<file path="src/rtl/bias_seq_pkg.sv">
package bias_seq_pkg;

    typedef enum logic [1:0] {
        ST_PRECHARGE = 2'd0,
        ST_READY     = 2'd1,
        ST_SWITCHING = 2'd2,
        ST_FAULT     = 2'd3
    } seq_state_e;

    typedef struct packed {
        logic valid;
        logic above_on;
        logic below_off;
    } bias_flags_t;

    function automatic logic [15:0] zero_as_one16(input logic [15:0] v);
        return (v == 16'd0) ? 16'd1 : v;
    endfunction

endpackage

</file>
<file path="src/rtl/bias_window_cmp.sv">
module bias_window_cmp
    import bias_seq_pkg::*;
#(
    parameter int BIAS_W = 10
) (
    input  logic              valid,
    input  logic [BIAS_W-1:0] sample,
    input  logic [BIAS_W-1:0] th_on,
    input  logic [BIAS_W-1:0] th_off,
    output bias_flags_t       flags
);
    always_comb begin
        flags.valid     = valid;
        flags.above_on  = valid && (sample > th_on);
        flags.below_off = valid && (sample < th_off);
    end
endmodule

</file>
<file path="src/rtl/pc_pulse_gen.sv">
module pc_pulse_gen #(
    parameter int PC_W = 8
) (
    input  logic            clk,
    input  logic            rst,
    input  logic            active,
    input  logic [PC_W-1:0] period,
    input  logic [PC_W-1:0] width,
    output logic            pulse
);
    localparam int EXT_W = PC_W + 1;

    logic [PC_W-1:0]  phase_q;
    logic [EXT_W-1:0] eff_period;
    logic [EXT_W-1:0] phase_inc;

    always_comb begin
        eff_period = (period == '0) ? EXT_W'(1) : {1'b0, period};
        phase_inc  = {1'b0, phase_q} + EXT_W'(1);
        pulse      = active && (phase_q < width);
    end

    always_ff @(posedge clk) begin
        if (rst || !active) begin
            phase_q <= '0;
        end else if (phase_inc >= eff_period) begin
            phase_q <= '0;
        end else begin
            phase_q <= phase_inc[PC_W-1:0];
        end
    end
endmodule

</file>
<file path="src/rtl/startup_timers.sv">
module startup_timers
    import bias_seq_pkg::*;
#(
    parameter int SETTLE_W = 8,
    parameter int TMO_W    = 16
) (
    input  logic                clk,
    input  logic                rst,
    input  logic                active,
    input  bias_flags_t         flags,
    input  logic [SETTLE_W-1:0] settle_len,
    input  logic [TMO_W-1:0]    timeout_len,
    output logic                qualify,
    output logic                expire
);
    localparam int SX_W = SETTLE_W + 1;
    localparam int TX_W = TMO_W + 1;

    logic [SETTLE_W-1:0] settle_q;
    logic [TMO_W-1:0]    tmo_q;
    logic [SX_W-1:0]     settle_need;
    logic [SX_W-1:0]     settle_inc;
    logic [TX_W-1:0]     tmo_inc;

    always_comb begin
        settle_need = (settle_len == '0) ? SX_W'(1) : {1'b0, settle_len};
        settle_inc  = {1'b0, settle_q} + SX_W'(1);
        tmo_inc     = {1'b0, tmo_q} + TX_W'(1);
        qualify     = active && flags.above_on && (settle_inc >= settle_need);
        expire      = active && (timeout_len != '0) && (tmo_inc >= {1'b0, timeout_len});
    end

    always_ff @(posedge clk) begin
        if (rst || !active || qualify) begin
            settle_q <= '0;
        end else if (flags.valid) begin
            if (flags.above_on) begin
                settle_q <= settle_inc[SETTLE_W-1:0];
            end else begin
                settle_q <= '0;
            end
        end
    end

    always_ff @(posedge clk) begin
        if (rst || !active) begin
            tmo_q <= '0;
        end else if (tmo_q != '1) begin
            tmo_q <= tmo_inc[TMO_W-1:0];
        end
    end
endmodule

</file>
<file path="src/rtl/hs_bias_sequencer.sv">
module hs_bias_sequencer
    import bias_seq_pkg::*;
#(
    parameter int BIAS_W   = 10,
    parameter int SETTLE_W = 8,
    parameter int PC_W     = 8,
    parameter int TMO_W    = 16,
    parameter int CHAT_W   = 4
) (
    input  logic                clk,
    input  logic                rst,
    input  logic                bias_valid,
    input  logic [BIAS_W-1:0]   bias_sample,
    input  logic [BIAS_W-1:0]   th_on,
    input  logic [BIAS_W-1:0]   th_off,
    input  logic [SETTLE_W-1:0] settle_len,
    input  logic [PC_W-1:0]     pc_period,
    input  logic [PC_W-1:0]     pc_width,
    input  logic [TMO_W-1:0]    timeout_len,
    input  logic                start_req,
    input  logic                fault_clr,
    output logic [1:0]          state_o,
    output logic                pc_ls_req,
    output logic                bias_ready,
    output logic                pwm_en,
    output logic [CHAT_W-1:0]   chatter_cnt
);
    seq_state_e          state_q, state_d;
    bias_flags_t         flags;
    logic                pc_active;
    logic                qualify, expire;
    logic [CHAT_W-1:0]   chat_q;

    bias_window_cmp #(.BIAS_W(BIAS_W)) u_cmp (
        .valid  (bias_valid),
        .sample (bias_sample),
        .th_on  (th_on),
        .th_off (th_off),
        .flags  (flags)
    );

    assign pc_active = (state_q == ST_PRECHARGE) && start_req;

    startup_timers #(.SETTLE_W(SETTLE_W), .TMO_W(TMO_W)) u_tmr (
        .clk         (clk),
        .rst         (rst),
        .active      (pc_active),
        .flags       (flags),
        .settle_len  (settle_len),
        .timeout_len (timeout_len),
        .qualify     (qualify),
        .expire      (expire)
    );

    pc_pulse_gen #(.PC_W(PC_W)) u_pc (
        .clk    (clk),
        .rst    (rst),
        .active (pc_active),
        .period (pc_period),
        .width  (pc_width),
        .pulse  (pc_ls_req)
    );

    always_comb begin
        state_d = state_q;
        unique case (state_q)
            ST_PRECHARGE: begin
                if (qualify)     state_d = ST_READY;
                else if (expire) state_d = ST_FAULT;
            end
            ST_READY: begin
                if (flags.below_off) state_d = ST_FAULT;
                else if (start_req)  state_d = ST_SWITCHING;
            end
            ST_SWITCHING: begin
                if (flags.below_off) state_d = ST_FAULT;
                else if (!start_req) state_d = ST_READY;
            end
            ST_FAULT: begin
                if (fault_clr && flags.above_on) state_d = ST_PRECHARGE;
            end
            default: state_d = ST_FAULT;
        endcase
    end

    always_ff @(posedge clk) begin
        if (rst) begin
            state_q <= ST_PRECHARGE;
            chat_q  <= '0;
        end else begin
            state_q <= state_d;
            if (state_d == ST_FAULT && state_q != ST_FAULT && chat_q != '1) begin
                chat_q <= chat_q + CHAT_W'(1);
            end
        end
    end

    assign state_o     = state_q;
    assign bias_ready  = (state_q == ST_READY) || (state_q == ST_SWITCHING);
    assign pwm_en      = (state_q == ST_SWITCHING);
    assign chatter_cnt = chat_q;
endmodule

</file>
<file path="config.mk">
export PLATFORM = sky130hd
export DESIGN_NAME = hs_bias_sequencer
export DESIGN_NICKNAME = d
export VERILOG_FILES = /design/src/rtl/bias_seq_pkg.sv /design/src/rtl/bias_window_cmp.sv /design/src/rtl/pc_pulse_gen.sv /design/src/rtl/startup_timers.sv /design/src/rtl/hs_bias_sequencer.sv
export SDC_FILE = /design/constraint.sdc
export NUM_CORES = 1
export LEC_CHECK = 0
export BUFFER_PORTS_ARGS = -buffer_cell sky130_fd_sc_hd__buf_2
export CORE_ASPECT_RATIO = 1.25
export CORE_MARGIN = 2
export CORE_UTILIZATION = 55
export CTS_CLUSTER_DIAMETER = 120
export DETAILED_ROUTE_END_ITERATION = 8
export HOLD_SLACK_MARGIN = 0.03
export PLACE_DENSITY = 0.88
export SLEW_MARGIN = 30
export SYNTH_ARGS = -nofsm -noshare
export SYNTH_HDL_FRONTEND = slang
export SYNTH_SLANG_ARGS = --single-unit
</file>
<file path="constraint.sdc">
create_clock -name clk -period 4.85 [get_ports clk]
set_clock_uncertainty 0.05 [all_clocks]
set_input_delay 1.455 -clock clk [delete_from_list [all_inputs] [get_ports clk]]
set_output_delay 1.455 -clock clk [all_outputs]
set_load 0.01 [all_outputs]
</file>
Word-level counts from Yosys, hierarchy flattened
Index checks and enable logic that the tools add are counted.
W data, S select, Z words.

storage, ports and cells
  bits of input ports = 75
  output and inout bits = 9
  register bits after elaboration = 38
  word-level logic and storage cells = 53

operators by class
  multiplexer cells = 11
  $add $sub $neg = 4
  eq/ne operators = 7
  reductions and logical operators = 20
  order comparisons = 6

operators with widths
  kind                     count
  $mux W8                  3
  $add A8 B1 Y9 const B    2
  $ge A9 B9 Y1             2
  $add A16 B1 Y17 const B  1
  $ge A17 B16 Y1           1
  $logic_not A8 Y1         2
  $ne A16 B16 Y1 const B   1
  $reduce_bool A16 Y1      1
  $mux W2                  7
  $logic_and A1 B1 Y1      11
  $gt A10 B10 Y1           1
  $lt A10 B10 Y1           1
  $lt A8 B8 Y1             1
  $pmux W2 S4              1
  $eq A2 B2 Y1 const B     3
  $add A4 B1 Y4 const B    1
  $ne A4 B4 Y1 const B     1
  $logic_or A1 B1 Y1       3
  $eq A2 B1 Y1 const B     1
  $logic_not A2 Y1         1
  $ne A2 B2 Y1 const B     1
  $reduce_or A2 Y1         1
  $logic_not A1 Y1         1

Depth between registers and ports, before layout
  depth in word-level cells = 10
  depth in mapped cells = 16
  depth with buffers taken out = 16

Hierarchy
A second synthesis with hierarchy kept.

second synthesis, totals
  cell total of the unflattened synthesis = 449
  area total of the unflattened synthesis = 3603.5 sq um

modules (own cells, without submodules)
  module             instances  cells an instance  area each (sq um)  sequential area each (sq um)
  startup_timers     1          248                1901.8             480.5
  pc_pulse_gen       1          83                 769.5              160.2
  bias_window_cmp    1          67                 488.0              0.0
  hs_bias_sequencer  1          51                 444.2              120.1

Worst setup path after synthesis
Ideal clock, no wire load.

  path type = in2out
  start = input port pc_width[1]
  end = output port pc_ls_req
  data required time = 3345 ps
  buffers on the path = 0
  arrival = 2955 ps
  stages = 10
  slack = 390 ps
  cells stage by stage = inv_1 ha_1 a21o_1 a21o_1 a21o_1 a21oi_1 nor2b_1 o21ai_0 nand2b_1 a211oi_1

on the way
  word-level cells in the longest chain between the ends = 2

ends and longest elaborated chain
  element              line                     RTL
  from (decl)          hs_bias_sequencer.sv:18  input logic [PC_W-1:0] pc_width,
  $lt A8 B8 Y1         pc_pulse_gen.sv:20       pulse = active && (phase_q < width);
  $logic_and A1 B1 Y1  pc_pulse_gen.sv:20
  to (decl)            hs_bias_sequencer.sv:23  output logic pc_ls_req,

No other way between the ends.

Worst setup path in the final report
Ends and elaborated chain as after synthesis.

==> impl_metrics.json <==
{
  "routed_wirelength_um": 7380,
  "cts_buffers": 5,
  "syn_area_um2": 3500,
  "worst_slack_ns": 0.229,
  "synth_seq_cells": 38,
  "viasPerCell": 5.43,
  "die_width_um": 75.3,
  "synth_edf_count": 0,
  "p_leak_nw": 2.30,
  "portBuffers": 83,
  "track_usage_pct": 22.4,
  "start_kind": "input pin",
  "netlist_instances": 431,
  "drv_cap": 0,
  "p_comb_share_pct": 21.9,
  "wl_per_cell_um": 12.2,
  "irDropWorstVdd_mv": 0.137,
  "grt_pass1_wl_um": 12700,
  "core_um2": 6170,
  "slew_headroom_pct": 65.7,
  "dp_hpwl_um": 6270,
  "setup_viol": 0,
  "p_sw_share_pct": 27.0,
  "io_pins": 84,
  "antenna_found_initial": 0,
  "r2r_slack_ns": 0.86,
  "rsz0062_at_grt": "no",
  "num-nets-final": 662,
  "hold_viol": 0,
  "critPathMaxFanout": 1,
  "synth-async-reset-ratio_pct": 0,
  "status": "complete, no violations",
  "grt_max_degree": 26,
  "power_switching_mw": 0.202,
  "clockBufferDepth": 2,
  "fmax_mhz": 216,
  "layout_common_cells": "buf_2 (83), inv_1 (79), ha_1 (67)",
  "p_int_mw": 0.546,
  "crit_type": "input pin to output port",
  "dpl.cell_count": 598,
  "place.gp.congestion": 0.799,
  "finalSetupTns_ns": 0,
  "fin_cells": 606,
  "diodes": 0,
  "slew_violations": 0,
  "worstHoldPathType": "flop to flop",
  "placed_area_um2": 4030,
  "avgSynthCellArea_um2": 8.11,
  "utilization_pct": 67.1,
  "overflow": 0,
  "endpoint_kind": "output port",
  "ys_types": 49,
  "r2r-start": "u_tmr.tmo_q[0]",
  "syn_nets": 573,
  "rr_worst_depth": 15,
  "dieArea_um2": 7010,
  "seqPwrFrac_pct": 43.0,
  "arrival_ns": 3.12,
  "cts_root_buffer": "clkbuf_8",
  "start_util_pct": 56.7,
  "post-cts-setup-buffers": 0,
  "worstPathRequired_ns": 3.35,
  "insertion_delay_ns": 0.29,
  "cts_tree": "built",
  "worst_pin_slew_ns": 0.514,
  "hold_buffers": 0,
  "min_from": "u_pc.phase_q[0]",
  "yosysSeqAreaShare_pct": 21.8,
  "fin_area_um2": 4140,
  "yosysWarningCount": 0,
  "ant_nets": 0,
  "drt_iter0_drc": 111,
  "path_clk_slew_ns": 0.07,
  "die_y_um": 93.1,
  "reg2reg_to": "chatter_cnt[0]",
  "clkPwrFrac_pct": 35.2,
  "first_global_vias": 3222,
  "timing.critical_path.to": "pc_ls_req",
  "power_density_nw_per_um2": 181,
  "drc": 0,
  "synth_ff_type": "dfxtp_1",
  "dpl_worst_slack_ns": 0.242,
  "cts_sinks": 38,
  "htreeDepth": 2,
  "rows": 32,
  "finalCritPeriodShare_pct": 95.3,
  "cts-resized-gates": 0,
  "critPathLaunch": "pc_width[1]",
  "drive_gt1_share_pct": 19.4,
  "syn_to_final_growth_pct": 18.3,
  "final_common_cell": "buf_2",
  "fin_crit_ns": 4.62,
  "dr.pass1.iters": 4,
  "num_vias": 3290
}
-- worst min-delay path by stage --
stage                      endpoint  slack, ns  cells past startpoint
finish              u_pc.phase_q[0]       0.44                      1
floorplan           u_pc.phase_q[0]       0.39                      1
CTS                 u_pc.phase_q[0]       0.44                      1
global placement    u_pc.phase_q[0]       0.41                      1
global route         chatter_cnt[1]       0.50                      2
detailed placement  u_pc.phase_q[0]       0.42                      1
-- kinds of logic (layout without fill, tap and decap cells) --
family	count (synthesis)	after routing	share of synthesized area, %
flops	38	38	21.8
fa+ha+maj	68	68	24.3
mux	5	5	1.54
buf+inv	84	174	9.09
compound gates	83	83	17.0
xor+xnor	27	27	6.76
simple gates	126	126	19.5
-- power groups by stage --
| stage | Clock [mW] | Combinational, mW | Sequential, mW |
|---|---|---|---|
| after global routing | 0.282 | 0.189 | 0.323 |
| final | 0.263 | 0.164 | 0.322 |
| after floorplan | 0 | 0.101 | 0.328 |
| after detailed placement | 0 | 0.164 | 0.329 |
| after global placement | 0 | 0.156 | 0.329 |
| after CTS | 0.268 | 0.165 | 0.322 |
-- critical path, cell delays in order --
cell and delay [ns]:
buf_2 0.08, inv_1 0.04, ha_1 0.28, a21o_1 0.15, a21o_1 0.17, a21o_1 0.17, a21oi_1 0.14, nor2b_1 0.05
o21ai_0 0.14, nand2b_1 0.07, a211oi_1 0.22, buf_2 0.16
-- routing by layer --
| layer | vias to the layer above | track usage [%] | part of all wire (%) |
|---|---|---|---|
| met5 | - | 0 | 0 |
| met4 | 0 | 7.46 | 1.6 |
| met3 | 13 | 3.02 | 3.5 |
| met2 | 77 | 43.0 | 53 |
| met1 | 1537 | 24.0 | 42 |
| li1 | 1663 | - | - |
-- Yosys cell counts (4+ instances only) --
master    instances  area share (%)
a211oi_1         11             2.4
a21o_1           12             2.6
a21oi_1          29             4.2
a41o_1            4             1.1
and3_1            6             1.1
dfxtp_1          38              22
ha_1             67              24
inv_1            79             8.5
nand2_1          15             1.6
nand2b_1         17             3.0
nand3_1          18             2.6
nand4_1           9             1.6
nor2_1           23             2.5
nor2b_1          13             2.3
nor3_1            5            0.72
nor4_1            6             1.1
o21ai_0           6            0.86
xnor2_1          14             3.5
xor2_1           13             3.3
-- through the flow --
| step | hold WS, ns | power, mW |
|---|---|---|
| 2_1_floorplan | 0.390 | 0.429 |
| 3_3_place_gp | 0.411 | 0.484 |
| 3_5_place_dp | 0.422 | 0.493 |
| 4_1_cts | 0.440 | 0.756 |
| 5_1_grt | 0.496 | 0.794 |
| 6_report | 0.440 | 0.749 |
-- layout make-up --
| class | instances | area (µm²) |
|---|---|---|
| clock buffers | 5 | 68.8 |
| clock inverters | 3 | 40.0 |
| fillers | 544 | 2030 |
| inverters | 79 | 297 |
| multi-input cells | 309 | 2420 |
| flip-flops and latches | 38 | 761 |
| well taps | 85 | 106 |
| repair buffers | 87 | 445 |
-- flip-flops by register name, indices dropped and copies added (netlist names) --
register / cells
chatter_cnt: 4
state_o: 2
u_pc.phase_q: 8
u_tmr.settle_q: 8
u_tmr.tmo_q: 16
Note: power is estimated with default switching activity, not from simulation.
